### src/rtl/bootimg_pkg.sv
package bootimg_pkg;

  localparam int unsigned WORD_W = 32;
  localparam logic [3:0]  SUBSYS_DMA = 4'h3;

  typedef enum logic [1:0] {
    EVK_NONE  = 2'd0,
    EVK_START = 2'd1,
    EVK_BEAT  = 2'd2,
    EVK_DONE  = 2'd3
  } ev_kind_e;

  typedef enum logic [1:0] {
    ST_IDLE   = 2'd0,
    ST_STREAM = 2'd1,
    ST_DONE   = 2'd2
  } seq_state_e;

  // Start-up program: a four-word prologue, then return/no-op pairs.
  function automatic logic [WORD_W-1:0] image_word(input int unsigned idx);
    logic [WORD_W-1:0] w;
    case (idx)
      0:       w = 32'h401A_7000;
      1:       w = 32'h275A_0004;
      2:       w = 32'h0340_0008;
      3:       w = 32'h4200_0010;
      default: w = (idx % 2 == 0) ? 32'h03E0_0008 : 32'h0000_0000;
    endcase
    return w;
  endfunction

endpackage

### src/rtl/bootimg_rst_sync.sv
module bootimg_rst_sync #(
  parameter int unsigned STAGES = 2
) (
  input  logic clk,
  input  logic rst_n,
  output logic rst_n_sync_o
);

  logic [STAGES-1:0] sync_q;

  always_ff @(posedge clk or negedge rst_n) begin
    if (!rst_n) begin
      sync_q <= '0;
    end else begin
      sync_q <= {sync_q[STAGES-2:0], 1'b1};
    end
  end

  assign rst_n_sync_o = sync_q[STAGES-1];

endmodule

### src/rtl/bootimg_rom.sv
module bootimg_rom
  import bootimg_pkg::*;
#(
  parameter int unsigned IMG_WORDS = 96,
  parameter int unsigned IDX_W     = 7
) (
  input  logic [IDX_W-1:0]  rd_idx_i,
  output logic [WORD_W-1:0] rd_data_o
);

  logic [WORD_W-1:0] rom [IMG_WORDS];

  for (genvar g = 0; g < IMG_WORDS; g++) begin : g_word
    assign rom[g] = image_word(g);
  end

  assign rd_data_o = (rd_idx_i < IDX_W'(IMG_WORDS)) ? rom[rd_idx_i] : '0;

endmodule

### src/rtl/bootimg_seq.sv
module bootimg_seq
  import bootimg_pkg::*;
#(
  parameter int unsigned IMG_WORDS = 96,
  parameter int unsigned IDX_W     = 7
) (
  input  logic             clk,
  input  logic             rst_n,
  input  logic             go_i,
  input  logic             ready_i,
  output seq_state_e       state_o,
  output logic [IDX_W-1:0] idx_o,
  output logic             accept_o,
  output logic             last_idx_o,
  output logic             start_fire_o,
  output logic             done_fire_o
);

  localparam logic [IDX_W-1:0] LAST_IDX = IDX_W'(IMG_WORDS - 1);

  seq_state_e       state_q, state_d;
  logic [IDX_W-1:0] idx_q, idx_d;
  logic             idx_en;
  logic             done_sent_q, done_sent_d, done_sent_en;
  logic             accept, last_idx, start_fire, done_fire;

  assign last_idx   = (idx_q == LAST_IDX);
  assign accept     = (state_q == ST_STREAM) && ready_i;
  assign start_fire = (state_q == ST_IDLE) && go_i;
  assign done_fire  = (state_q == ST_DONE) && !done_sent_q;

  always_comb begin
    state_d      = state_q;
    idx_d        = idx_q;
    idx_en       = 1'b0;
    done_sent_d  = done_sent_q;
    done_sent_en = 1'b0;
    case (state_q)
      ST_IDLE: begin
        if (go_i) begin
          state_d = ST_STREAM;
          idx_d   = '0;
          idx_en  = 1'b1;
        end
      end
      ST_STREAM: begin
        if (accept) begin
          if (last_idx) begin
            state_d = ST_DONE;
          end else begin
            idx_d  = idx_q + 1'b1;
            idx_en = 1'b1;
          end
        end
      end
      ST_DONE: begin
        if (done_fire) begin
          done_sent_d  = 1'b1;
          done_sent_en = 1'b1;
        end
      end
      default: begin
        state_d = ST_IDLE;
      end
    endcase
  end

  always_ff @(posedge clk or negedge rst_n) begin
    if (!rst_n) begin
      state_q     <= ST_IDLE;
      idx_q       <= '0;
      done_sent_q <= 1'b0;
    end else begin
      state_q <= state_d;
      if (idx_en) begin
        idx_q <= idx_d;
      end
      if (done_sent_en) begin
        done_sent_q <= done_sent_d;
      end
    end
  end

  assign state_o      = state_q;
  assign idx_o        = idx_q;
  assign accept_o     = accept;
  assign last_idx_o   = last_idx;
  assign start_fire_o = start_fire;
  assign done_fire_o  = done_fire;

endmodule

### src/rtl/bootimg_trace.sv
module bootimg_trace
  import bootimg_pkg::*;
#(
  parameter int unsigned IMG_WORDS = 96,
  parameter int unsigned IDX_W     = 7,
  parameter logic [7:0]  MASTER_ID = 8'd6
) (
  input  logic              clk,
  input  logic              rst_n,
  input  logic              start_fire_i,
  input  logic              accept_i,
  input  logic              done_fire_i,
  input  logic [IDX_W-1:0]  idx_i,
  input  logic [WORD_W-1:0] word_i,
  output logic              ev_valid_o,
  output logic [1:0]        ev_kind_o,
  output logic [3:0]        ev_subsys_o,
  output logic [7:0]        ev_master_o,
  output logic [IDX_W-1:0]  ev_index_o,
  output logic [WORD_W-1:0] ev_word_o
);

  logic              valid_q, valid_d;
  ev_kind_e          kind_q, kind_d;
  logic [IDX_W-1:0]  index_q, index_d;
  logic [WORD_W-1:0] word_q, word_d;
  logic              payload_en;

  always_comb begin
    valid_d    = 1'b0;
    kind_d     = EVK_NONE;
    index_d    = index_q;
    word_d     = word_q;
    payload_en = 1'b0;
    if (start_fire_i) begin
      valid_d    = 1'b1;
      kind_d     = EVK_START;
      index_d    = '0;
      word_d     = WORD_W'(IMG_WORDS);
      payload_en = 1'b1;
    end else if (accept_i) begin
      valid_d    = 1'b1;
      kind_d     = EVK_BEAT;
      index_d    = idx_i;
      word_d     = word_i;
      payload_en = 1'b1;
    end else if (done_fire_i) begin
      valid_d    = 1'b1;
      kind_d     = EVK_DONE;
      index_d    = IDX_W'(IMG_WORDS);
      word_d     = '0;
      payload_en = 1'b1;
    end
  end

  always_ff @(posedge clk or negedge rst_n) begin
    if (!rst_n) begin
      valid_q <= 1'b0;
      kind_q  <= EVK_NONE;
      index_q <= '0;
      word_q  <= '0;
    end else begin
      valid_q <= valid_d;
      kind_q  <= kind_d;
      if (payload_en) begin
        index_q <= index_d;
        word_q  <= word_d;
      end
    end
  end

  assign ev_valid_o  = valid_q;
  assign ev_kind_o   = kind_q;
  assign ev_subsys_o = valid_q ? SUBSYS_DMA : 4'h0;
  assign ev_master_o = valid_q ? MASTER_ID : 8'h00;
  assign ev_index_o  = index_q;
  assign ev_word_o   = word_q;

endmodule

### src/rtl/bootimg_streamer.sv
module bootimg_streamer
  import bootimg_pkg::*;
#(
  parameter int unsigned IMG_WORDS = 96,
  parameter logic [7:0]  MASTER_ID = 8'd6,
  localparam int unsigned IDX_W    = $clog2(IMG_WORDS + 1)
) (
  input  logic             clk,
  input  logic             rst_n,
  input  logic             go_i,
  output logic             beat_valid_o,
  output logic [31:0]      beat_data_o,
  output logic             beat_last_o,
  input  logic             beat_ready_i,
  output logic             busy_o,
  output logic             done_o,
  output logic             ev_valid_o,
  output logic [1:0]       ev_kind_o,
  output logic [3:0]       ev_subsys_o,
  output logic [7:0]       ev_master_o,
  output logic [IDX_W-1:0] ev_index_o,
  output logic [31:0]      ev_word_o
);

  logic              rst_n_int;
  seq_state_e        state;
  logic [IDX_W-1:0]  idx;
  logic              accept, last_idx, start_fire, done_fire;
  logic [WORD_W-1:0] rom_word;

  bootimg_rst_sync #(.STAGES(2)) u_rst_sync (
    .clk          (clk),
    .rst_n        (rst_n),
    .rst_n_sync_o (rst_n_int)
  );

  bootimg_seq #(.IMG_WORDS(IMG_WORDS), .IDX_W(IDX_W)) u_seq (
    .clk          (clk),
    .rst_n        (rst_n_int),
    .go_i         (go_i),
    .ready_i      (beat_ready_i),
    .state_o      (state),
    .idx_o        (idx),
    .accept_o     (accept),
    .last_idx_o   (last_idx),
    .start_fire_o (start_fire),
    .done_fire_o  (done_fire)
  );

  bootimg_rom #(.IMG_WORDS(IMG_WORDS), .IDX_W(IDX_W)) u_rom (
    .rd_idx_i  (idx),
    .rd_data_o (rom_word)
  );

  bootimg_trace #(.IMG_WORDS(IMG_WORDS), .IDX_W(IDX_W), .MASTER_ID(MASTER_ID)) u_trace (
    .clk          (clk),
    .rst_n        (rst_n_int),
    .start_fire_i (start_fire),
    .accept_i     (accept),
    .done_fire_i  (done_fire),
    .idx_i        (idx),
    .word_i       (rom_word),
    .ev_valid_o   (ev_valid_o),
    .ev_kind_o    (ev_kind_o),
    .ev_subsys_o  (ev_subsys_o),
    .ev_master_o  (ev_master_o),
    .ev_index_o   (ev_index_o),
    .ev_word_o    (ev_word_o)
  );

  assign beat_valid_o = (state == ST_STREAM);
  assign beat_data_o  = rom_word;
  assign beat_last_o  = (state == ST_STREAM) && last_idx;
  assign busy_o       = (state == ST_STREAM);
  assign done_o       = (state == ST_DONE);

endmodule

### config.mk
export PLATFORM = sky130hd
export DESIGN_NAME = bootimg_streamer
export DESIGN_NICKNAME = d
export VERILOG_FILES = /design/src/rtl/bootimg_pkg.sv /design/src/rtl/bootimg_rst_sync.sv /design/src/rtl/bootimg_rom.sv /design/src/rtl/bootimg_seq.sv /design/src/rtl/bootimg_trace.sv /design/src/rtl/bootimg_streamer.sv
export SDC_FILE = /design/constraint.sdc
export NUM_CORES = 1
export LEC_CHECK = 0
export BUFFER_PORTS_ARGS = -buffer_cell sky130_fd_sc_hd__buf_4
export CAP_MARGIN = 20
export CORE_UTILIZATION = 55
export DETAILED_ROUTE_END_ITERATION = 16
export PLACE_DENSITY = 0.85
export SETUP_SLACK_MARGIN = 0.2
export SKIP_CTS_REPAIR_TIMING = 1
export SLEW_MARGIN = 20
export SYNTH_ARGS = -nofsm -noshare
export SYNTH_HDL_FRONTEND = slang
export SYNTH_HIERARCHICAL = 1
export SYNTH_SLANG_ARGS = --single-unit
### constraint.sdc
create_clock -name clk -period 2.85 [get_ports clk]
set_clock_uncertainty 0.05 [all_clocks]
set_input_delay 0.285 -clock clk [delete_from_list [all_inputs] [get_ports clk]]
set_output_delay 0.285 -clock clk [all_outputs]
set_load 0.005 [all_outputs]
==> impl_table.tex, run 1 <==
\begin{tabular}{lr}
\hline
Metric & Value \\
\hline
\multicolumn{2}{l}{\textbf{Global route}} \\
Global-route met2 utilization & 0.333 \\
Gr usage total & 0.216 \\
First-pass GRT wire length & 8.51 mm \\
Sum of overflow across all layers after global routing & 0 \\
Vias in the first global route & 1760 \\
Global routing usage on met3 & 0.0563 \\
Met1 usage in global routing & 0.290 \\
Antenna violations before repair & 0 \\
Layer with the highest usage & met2 \\
Largest net degree at the start of global routing & 53 \\
\multicolumn{2}{l}{\textbf{Floorplanning}} \\
Placeable core region & 0.00447 mm2 \\
Die Footprint & 0.00508 mm2 \\
Floorplan die width & 71.3 um \\
Effective utilization at floorplan & 0.590 \\
Chip height & 71.3 um \\
Ports placed on the boundary & 94 \\
Number of rows in the core area & 24 \\
\multicolumn{2}{l}{\textbf{Power and ir drop}} \\
Overall power of the completed layout & 2560 uW \\
Maximum VDD drop & 0.000427 V \\
Static leakage power & 0.00154 uW \\
Ratio of total power to cell area & 829 mW/mm2 \\
\multicolumn{2}{l}{\textbf{Layout}} \\
Synth-to-layout area growth & 16.9\% \\
Combined flip-flop and latch cell area & 0.00136 mm2 \\
Number of fill cells & 340 \\
Share of cells above drive strength 1 & 0.348 \\
Area of the multi-input gates & 978 um2 \\
Diodes inserted & 0 \\
Number of nets in the final layout & 281 \\
Final design instance area without fill & 0.00309 mm2 \\
\multicolumn{2}{l}{\textbf{Logic synthesis}} \\
Most common flop cell mapped by yosys & dfrtp\_1 \\
Post-synth ARST share & 1.00 \\
Number of synthesized register bits & 54 \\
Post-synthesis cell type count & 40 \\
Sequential-to-total area share from yosys stat & 0.512 \\
Synthesized area & 0.00264 mm2 \\
EDFF count, synth & 0 \\
Average cell area after synthesis & 12.0 um2 \\
Total of warnings raised by yosys & 6 \\
Count of mapped cells out of synthesis & 220 \\
\multicolumn{2}{l}{\textbf{Detailed routing}} \\
Total via count after detailed routing & 1872 \\
Remaining antenna violation count & 0 \\
\# DRC & 7 \\
Routed wire length per instance & 16.3 um \\
Initial DRT Pass Iterations & 13 \\
Total Routed Length & 5.29 mm \\
Average via count per standard cell & 5.76 \\
Initial detailed-routing violation count & 121 \\
\multicolumn{2}{l}{\textbf{Worst setup path}} \\
Startpoint kind of the worst setup timing path & register \\
WP data required & 3.04 ns \\
Endpoint class of the critical path & register \\
Critical setup path kind & register to register \\
Flop-to-flop setup slack & 0.52 ns \\
Crit path max fanout & 23 \\
Crit Reg-Reg Startpoint & u\_seq/state\_o[0]\$\_DFFE\_PN0P\_ \\
Arr. time, crit path & 2.52 ns \\
R2R depth & 5 \\
Reg2Reg Capture Point & u\_trace/ev\_word\_o[12]\$\_DFFE\_PN0P\_ \\
\multicolumn{2}{l}{\textbf{Timing}} \\
Slew Limit Fails & 0 \\
Highest achievable clock rate & 429 MHz \\
Worst Slack Setup Final & 0.521 ns \\
Actual transition at the worst max-transition pin & 0.953 ns \\
Count of endpoints failing setup in the final report & 0 \\
Unrepaired setup endpoints after global routing & false \\
Total negative setup slack & 0 ns \\
Worst rel slew slack & 0.362 \\
Final Hold Violating Endpoints & 0 \\
Final Critical Period & 2.33 ns \\
Share of the cycle needed by the critical path after routing & 0.817 \\
\multicolumn{2}{l}{\textbf{Clock network}} \\
Clock latency of the later-clocked register in the worst-skew pair & 0.30 ns \\
Maximum level of the CTS H-tree & 2 \\
Clock transition at path regs & 0.09 ns \\
CTS root buf & clkbuf\_8 \\
Sink Count & 54 \\
Bufs on Longest Clock Path & 2 \\
Total clock buffers created by CTS & 5 \\
TritonCTS clock tree & yes \\
\multicolumn{2}{l}{\textbf{Placed design}} \\
Post-placement setup slack & 0.553 ns \\
GPL Wtd Cong & 0.814 \\
Placed wire-length estimate & 3.64 mm \\
IO buf count & 70 \\
Area of placed instances & 0.00297 mm2 \\
\multicolumn{2}{l}{\textbf{Hold path}} \\
Worst min-delay path endpoint & u\_seq/state\_o[0]\$\_DFFE\_PN0P\_ \\
Hold Path Cell Cnt & 2 \\
Path class of the lowest-slack min-delay path & input pin to register \\
Hold path startpoint & beat\_ready\_i \\
\multicolumn{2}{l}{\textbf{Outcome}} \\
Run status & finished, violations left \\
Failing checks & DRC \\
\multicolumn{2}{l}{\textbf{Run}} \\
Maximum capacitance violations & 0 \\
\hline
\end{tabular}
kinds of logic (layout without fill, tap and decap cells):
family	after synthesis	in the layout	share of synthesized area
AOI/OAI and AO/OA	51	51	0.182
adders and majority gates	5	5	0.0237
buffers and inverters	57	89	0.149
DFF	54	54	0.512
muxes	6	6	0.0227
other	3	24	0.00426
and+or+nand+nor	44	44	0.107
stage by stage:
step / hold WS (ns) / utilization / instances
3_5_place_dp: 0.0208 / 0.663 / 316
3_3_place_gp: 0.0181 / 0.663 / 316
4_1_cts: -0.315 / 0.687 / 324
6_report: 0.152 / 0.690 / 325
5_1_grt: 0.149 / 0.690 / 325
2_1_floorplan: -0.0606 / - / 241
cells in the final DEF (no fill, tap or decap), drive strengths merged, types with 2 or more instances in the layout:
| cell | netlist | final |
|---|---|---|
| a221o | 2 | 2 |
| buf | 45 | 72 |
| nand3b | 2 | 2 |
| o31ai | 2 | 2 |
| mux2i | 6 | 6 |
| a32o | 35 | 35 |
| inv | 8 | 8 |
| nand2 | 9 | 9 |
| nor3 | 5 | 5 |
| nor2b | 5 | 5 |
| o211ai | 2 | 2 |
| clkinv | 0 | 2 |
| clkbuf | 4 | 5 |
| ha | 5 | 5 |
| and2 | 2 | 2 |
| nand2b | 2 | 2 |
| a21o | 3 | 3 |
| and3 | 4 | 4 |
| conb | 3 | 24 |
| o21bai | 2 | 2 |
| nor2 | 8 | 8 |
| dfrtp | 54 | 54 |
cell usage after synthesis, drive strengths merged (3+ instances only):
library cell / n / area share
a21o: 3 / 0.0085
a32o: 35 / 0.13
and3: 4 / 0.011
buf: 45 / 0.13
clkbuf: 4 / 0.0057
conb: 3 / 0.0043
dfrtp: 54 / 0.51
ha: 5 / 0.024
inv: 8 / 0.011
mux2i: 6 / 0.023
nand2: 9 / 0.013
nor2: 8 / 0.014
nor2b: 5 / 0.012
nor3: 5 / 0.0095
state kept, by name, summed over array words and instances, names as in the netlist:
signal / count
u_rst_sync/sync_q: 2
u_seq/done_sent_q: 1
u_seq/idx_o: 7
u_seq/state_o: 2
u_trace/ev_index_o: 7
u_trace/ev_kind_o: 2
u_trace/ev_valid_o: 1
u_trace/ev_word_o: 32
final cells by class:
class / instances / area share
Sequential cell: 54 / 0.439
Clock inverter: 3 / 0.0130
Clock buffer: 5 / 0.0223
Multi-Input combinational cell: 130 / 0.317
Timing Repair Buffer: 73 / 0.178
Tap cell: 52 / 0.0211
Inverter: 8 / 0.00972
report_power, final:
group          switching (uW)  total (uW)  internal [uW]
combinational             391         912            521
sequential                204        1150            944
clock                     241         499            259
metal layers:
layer  routed length [um]  vias to the layer above
li1                     -                      855
met1                 2230                      926
met2                 2600                       85
met3                  401                        6
met4                   60                        0
met5                    0                        -
worst max-delay path: stages (launching register included):
cell     delay [ns]
dfrtp_1        0.49
or3b_2         0.26
inv_1          0.20
nor2b_2        0.79
buf_4          0.34
a32o_1         0.14
how the worst max path moves through the flow:
stage | startpoint | to | slack [ns] | cells after the start
CTS | u_seq/state_o[0]$_DFFE_PN0P_ | u_trace/ev_word_o[12]$_DFFE_PN0P_ | 0.53 | 5
global route | u_seq/state_o[0]$_DFFE_PN0P_ | u_trace/ev_word_o[12]$_DFFE_PN0P_ | 0.32 | 5
floorplan | u_seq/state_o[0]$_DFFE_PN0P_ | u_trace/ev_index_o[1]$_DFFE_PN0P_ | 0.92 | 8
detailed placement | u_seq/state_o[0]$_DFFE_PN0P_ | u_trace/ev_word_o[12]$_DFFE_PN0P_ | 0.55 | 5
finish | u_seq/state_o[0]$_DFFE_PN0P_ | u_trace/ev_word_o[12]$_DFFE_PN0P_ | 0.52 | 5
global placement | u_seq/state_o[0]$_DFFE_PN0P_ | u_trace/ev_word_o[19]$_DFFE_PN0P_ | 0.66 | 5
Power figures use the tool's default switching activity.
==> run 2, diff against run 1 <==
--- a/config.mk
+++ b/config.mk
@@ -5,11 +5,12 @@
 export SDC_FILE = /design/constraint.sdc
 export NUM_CORES = 1
 export LEC_CHECK = 0
+export ABC_AREA = 1
 export BUFFER_PORTS_ARGS = -buffer_cell sky130_fd_sc_hd__buf_4
 export CAP_MARGIN = 20
-export CORE_UTILIZATION = 55
+export CORE_UTILIZATION = 46
 export DETAILED_ROUTE_END_ITERATION = 16
-export PLACE_DENSITY = 0.85
+export PLACE_DENSITY = 0.75
 export SETUP_SLACK_MARGIN = 0.2
 export SKIP_CTS_REPAIR_TIMING = 1
 export SLEW_MARGIN = 20
==> constraint.sdc (replaced) <==
create_clock -name clk -period 2.1 [get_ports clk]
set_clock_uncertainty 0.05 [all_clocks]
set_input_delay 0.21 -clock clk [delete_from_list [all_inputs] [get_ports clk]]
set_output_delay 0.21 -clock clk [all_outputs]
set_load 0.005 [all_outputs]
==> impl_table.tex, run 2 <==
\begin{tabular}{lr}
\hline
Metric & Value \\
\hline
\multicolumn{2}{l}{\textbf{Detailed routing}} \\
Total via count after detailed routing & 2360 (was 1872) \\
Average via count per standard cell & 4.84 (was 5.76) \\
Remaining antenna violation count & 0 (unchanged) \\
Total Routed Length & 6.52 mm (was 5.29 mm) \\
Initial detailed-routing violation count & 158 (was 121) \\
Routed wire length per instance & 13.4 um (was 16.3 um) \\
Initial DRT Pass Iterations & 4 (was 13) \\
\# DRC & 0 (was 7) \\
\multicolumn{2}{l}{\textbf{Logic synthesis}} \\
EDFF count, synth & 0 (unchanged) \\
Area fraction of the dominant cell type after synthesis & 0.489 (was 0.512) \\
Cell taking the most area after synthesis & dfrtp\_1 (unchanged) \\
Most used standard cell by instance count after synthesis & nand2\_1 (was dfrtp\_1) \\
Most common flop cell mapped by yosys & dfrtp\_1 (unchanged) \\
Post-synthesis cell type count & 21 (was 40) \\
Sequential-to-total area share from yosys stat & 0.489 (was 0.512) \\
Synthesized area & 0.00276 mm2 (was 0.00264 mm2) \\
Count of mapped cells out of synthesis & 342 (was 220) \\
Number of synthesized register bits & 54 (unchanged) \\
Total of warnings raised by yosys & 6 (unchanged) \\
Top post-synthesis cells by count & nand2\_1, dfrtp\_1, nand3\_1 (was dfrtp\_1, buf\_4, a32o\_1) \\
Post-synth ARST share & 1.00 (unchanged) \\
Average cell area after synthesis & 8.07 um2 (was 12.0 um2) \\
Top area cells in the synthesized netlist & dfrtp\_1, nand2\_1, buf\_4, nand3\_1, inv\_1 (was dfrtp\_1, a32o\_1, buf\_4, ha\_1, mux2i\_1) \\
\multicolumn{2}{l}{\textbf{Floorplanning}} \\
Die Footprint & 0.00632 mm2 (was 0.00508 mm2) \\
Floorplan die width & 79.5 um (was 71.3 um) \\
Chip height & 79.5 um (was 71.3 um) \\
Ports placed on the boundary & 94 (unchanged) \\
Effective utilization at floorplan & 0.489 (was 0.590) \\
Number of rows in the core area & 27 (was 24) \\
Placeable core region & 0.00564 mm2 (was 0.00447 mm2) \\
\multicolumn{2}{l}{\textbf{Placed design}} \\
GPL Wtd Cong & 0.785 (was 0.814) \\
Placed wire-length estimate & 4.31 mm (was 3.64 mm) \\
IO buf count & 70 (unchanged) \\
Number of cells after detailed placement & 469 (was 316) \\
\multicolumn{2}{l}{\textbf{Layout}} \\
Synth-to-layout area growth & 25.7\% (was 16.9\%) \\
Number of fill cells & 505 (was 340) \\
Area of the multi-input gates & 0.00114 mm2 (was 978 um2) \\
Share of cells above drive strength 1 & 0.317 (was 0.348) \\
Commonest non-fill, non-tap cells in the layout & nand2\_1, buf\_4, nand3\_1, dfrtp\_1, conb\_1 (was buf\_4, dfrtp\_1, a32o\_1, conb\_1, nand2\_1) \\
Post-Layout Cell Count & 488 (was 325) \\
Diodes inserted & 0 (unchanged) \\
Fin util & 0.615 (was 0.690) \\
Largest register FFs & 32 (unchanged) \\
Combined flip-flop and latch cell area & 0.00136 mm2 (about the same) \\
Number of nets in the final layout & 424 (was 281) \\
Most frequent standard cell in the layout excluding fill and tap cells & nand2\_1 (was buf\_4) \\
\multicolumn{2}{l}{\textbf{Clock network}} \\
TritonCTS clock tree & yes (unchanged) \\
Bufs on Longest Clock Path & 2 (unchanged) \\
Maximum level of the CTS H-tree & 2 (unchanged) \\
Total clock buffers created by CTS & 5 (unchanged) \\
Clock transition at path regs & 0.09 ns (about the same) \\
Clock latency of the later-clocked register in the worst-skew pair & 0.30 ns (about the same) \\
CTS root buf & clkbuf\_8 (unchanged) \\
Sink Count & 54 (unchanged) \\
\multicolumn{2}{l}{\textbf{Power and ir drop}} \\
Overall power of the completed layout & 1680 uW (was 2560 uW) \\
Maximum VDD drop & 0.000261 V (was 0.000427 V) \\
Static leakage power & 0.00201 uW (was 0.00154 uW) \\
Ratio of total power to cell area & 484 mW/mm2 (was 829 mW/mm2) \\
\multicolumn{2}{l}{\textbf{Worst setup path}} \\
Standard cell with the maximum stage delay on the critical path & dfrtp\_2 (was nor2b\_2) \\
Crit Reg-Reg Startpoint & u\_seq/state\_o[1]\$\_DFFE\_PN0P\_ (was u\_seq/state\_o[0]\$\_DFFE\_PN0P\_) \\
Crit path max fanout & 7 (was 23) \\
Crit path capture & beat\_data\_o[22] (was u\_trace/ev\_word\_o[12]\$\_DFFE\_PN0P\_) \\
Critical setup path kind & register to primary output (was register to register) \\
Startpoint kind of the worst setup timing path & register (unchanged) \\
Biggest cell delay along the critical path & 0.46 ns (was 0.79 ns) \\
Reg2Reg Capture Point & u\_trace/ev\_index\_o[3]\$\_DFFE\_PN0P\_ (was u\_trace/ev\_word\_o[12]\$\_DFFE\_PN0P\_) \\
Start point of the critical path & u\_seq/idx\_o[0]\$\_DFFE\_PN0P\_ (was u\_seq/state\_o[0]\$\_DFFE\_PN0P\_) \\
Cell chain of the critical path & inv\_2 -> ha\_1 -> inv\_1 -> nand2\_1 -> nor2\_4 -> nor2\_4 -> buf\_4 (was or3b\_2 -> inv\_1 -> nor2b\_2 -> buf\_4 -> a32o\_1) \\
Arr. time, crit path & 1.63 ns (was 2.52 ns) \\
Most common cell type on the critical path & nor2\_4 \\
Flop-to-flop setup slack & 0.38 ns (was 0.52 ns) \\
R2R depth & 9 (was 5) \\
WP data required & 1.84 ns (was 3.04 ns) \\
Endpoint class of the critical path & primary output (was register) \\
\multicolumn{2}{l}{\textbf{Global route}} \\
First-pass GRT wire length & 9.56 mm (was 8.51 mm) \\
Global routing usage on met3 & 0.0354 (was 0.0563) \\
Sum of overflow across all layers after global routing & 0 (unchanged) \\
Vias in the first global route & 2054 (was 1760) \\
Layer with the highest usage & met2 (unchanged) \\
Largest net degree at the start of global routing & 42 (was 53) \\
Antenna violations before repair & 0 (unchanged) \\
Global-route met2 utilization & 0.331 (was 0.333) \\
Gr usage total & 0.195 (was 0.216) \\
Met1 usage in global routing & 0.253 (was 0.290) \\
\multicolumn{2}{l}{\textbf{Hold path}} \\
Path class of the lowest-slack min-delay path & input pin to register (unchanged) \\
Hold Path Cell Cnt & 3 (was 2) \\
\multicolumn{2}{l}{\textbf{Timing}} \\
Final Critical Period & 1.89 ns \\
Slew Limit Fails & 0 (unchanged) \\
Unrepaired setup endpoints after global routing & true (was false) \\
Highest achievable clock rate & 529 MHz \\
Count of endpoints failing setup in the final report & 0 (unchanged) \\
Final Hold Violating Endpoints & 0 (unchanged) \\
Worst rel slew slack & 0.600 (was 0.362) \\
Share of the cycle needed by the critical path after routing & 0.900 \\
Actual transition at the worst max-transition pin & 0.600 ns (was 0.953 ns) \\
Hold Worst Slack & 0.143 ns (was 0.152 ns) \\
\multicolumn{2}{l}{\textbf{Run}} \\
Maximum capacitance violations & 0 (unchanged) \\
\multicolumn{2}{l}{\textbf{Outcome}} \\
Run status & completed (was finished, violations left) \\
\hline
\end{tabular}
[run 2: changes by cell type in the layout (fill, tap and decap cells not counted), moves of 7 or more]
cell and change:
nand2_1 +104, nor2_2 +7, dfrtp_2 +7, inv_1 +14, a32o_1 -35, nand3_1 +50
buf_4 +17, o21ai_0 +7
[run 2: metrics by stage]
step                TNS [ns]  setup WS (ns)  area, um2
floorplan                  0          0.435       2840
global placement           0          0.104       3220
detailed placement  -0.00258       -0.00258       3220
CTS                   -0.296         -0.111       3310
global route               0          0.121       3470
finish                     0          0.210       3470
[run 2: where the power goes]
part	leakage (uW)	switching [uW]	internal, uW	total [uW]
logic	0.00124	29.5	7.43	36.9
clock network	0.0000472	329	266	595
registers	0.000718	6.82	1040	1050
[run 2: final cells by class]
class,instances,area share
Clock inverter,2,0.00360
Tap cell,72,0.0259
Inverter,25,0.0270
Multi-Input combinational cell,238,0.329
Clock buffer,6,0.0238
Sequential cell,54,0.392
Timing Repair Buffer,91,0.199
[run 2: cells by family (layout without fill, tap and decap cells)]
family,after synthesis,count (layout),share of synthesized area
AO/OA/AOI/OAI,11,11,0.0240
other,3,24,0.00408
buffers and inverters,72,124,0.151
XOR/XNOR,2,2,0.00634
flip-flops,54,54,0.489
AND/OR/NAND/NOR,195,196,0.303
adder cells (fa/ha/maj),5,5,0.0227
[run 2: worst min path at each step]
stage	startpoint	endpoint	slack (ns)
2_1_floorplan	rst_n	u_rst_sync/sync_q[0]$_DFF_PN0_	-0.14
3_3_place_gp	rst_n	u_rst_sync/sync_q[0]$_DFF_PN0_	-0.06
4_1_cts	rst_n	u_rst_sync/sync_q[1]$_DFF_PN0_	-0.39
6_report	go_i	u_seq/state_o[0]$_DFFE_PN0P_	0.14
3_5_place_dp	rst_n	u_rst_sync/sync_q[0]$_DFF_PN0_	-0.06
5_1_grt	rst_n	u_rst_sync/sync_q[0]$_DFF_PN0_	0.16
[run 2: per-layer routing]
layer | vias up | routed length [um]
met1 | 1099 | 2760
met3 | 6 | 364
li1 | 1153 | -
met5 | - | 0
met4 | 0 | 90
met2 | 102 | 3310
[run 2: critical path: cells and delay by family, from the launching register on]
family / cells / cell delay [ns]
flip-flops: 1 / 0.46
buffers and inverters: 3 / 0.28
adder cells (fa/ha/maj): 1 / 0.30
AND/OR/NAND/NOR: 3 / 0.30
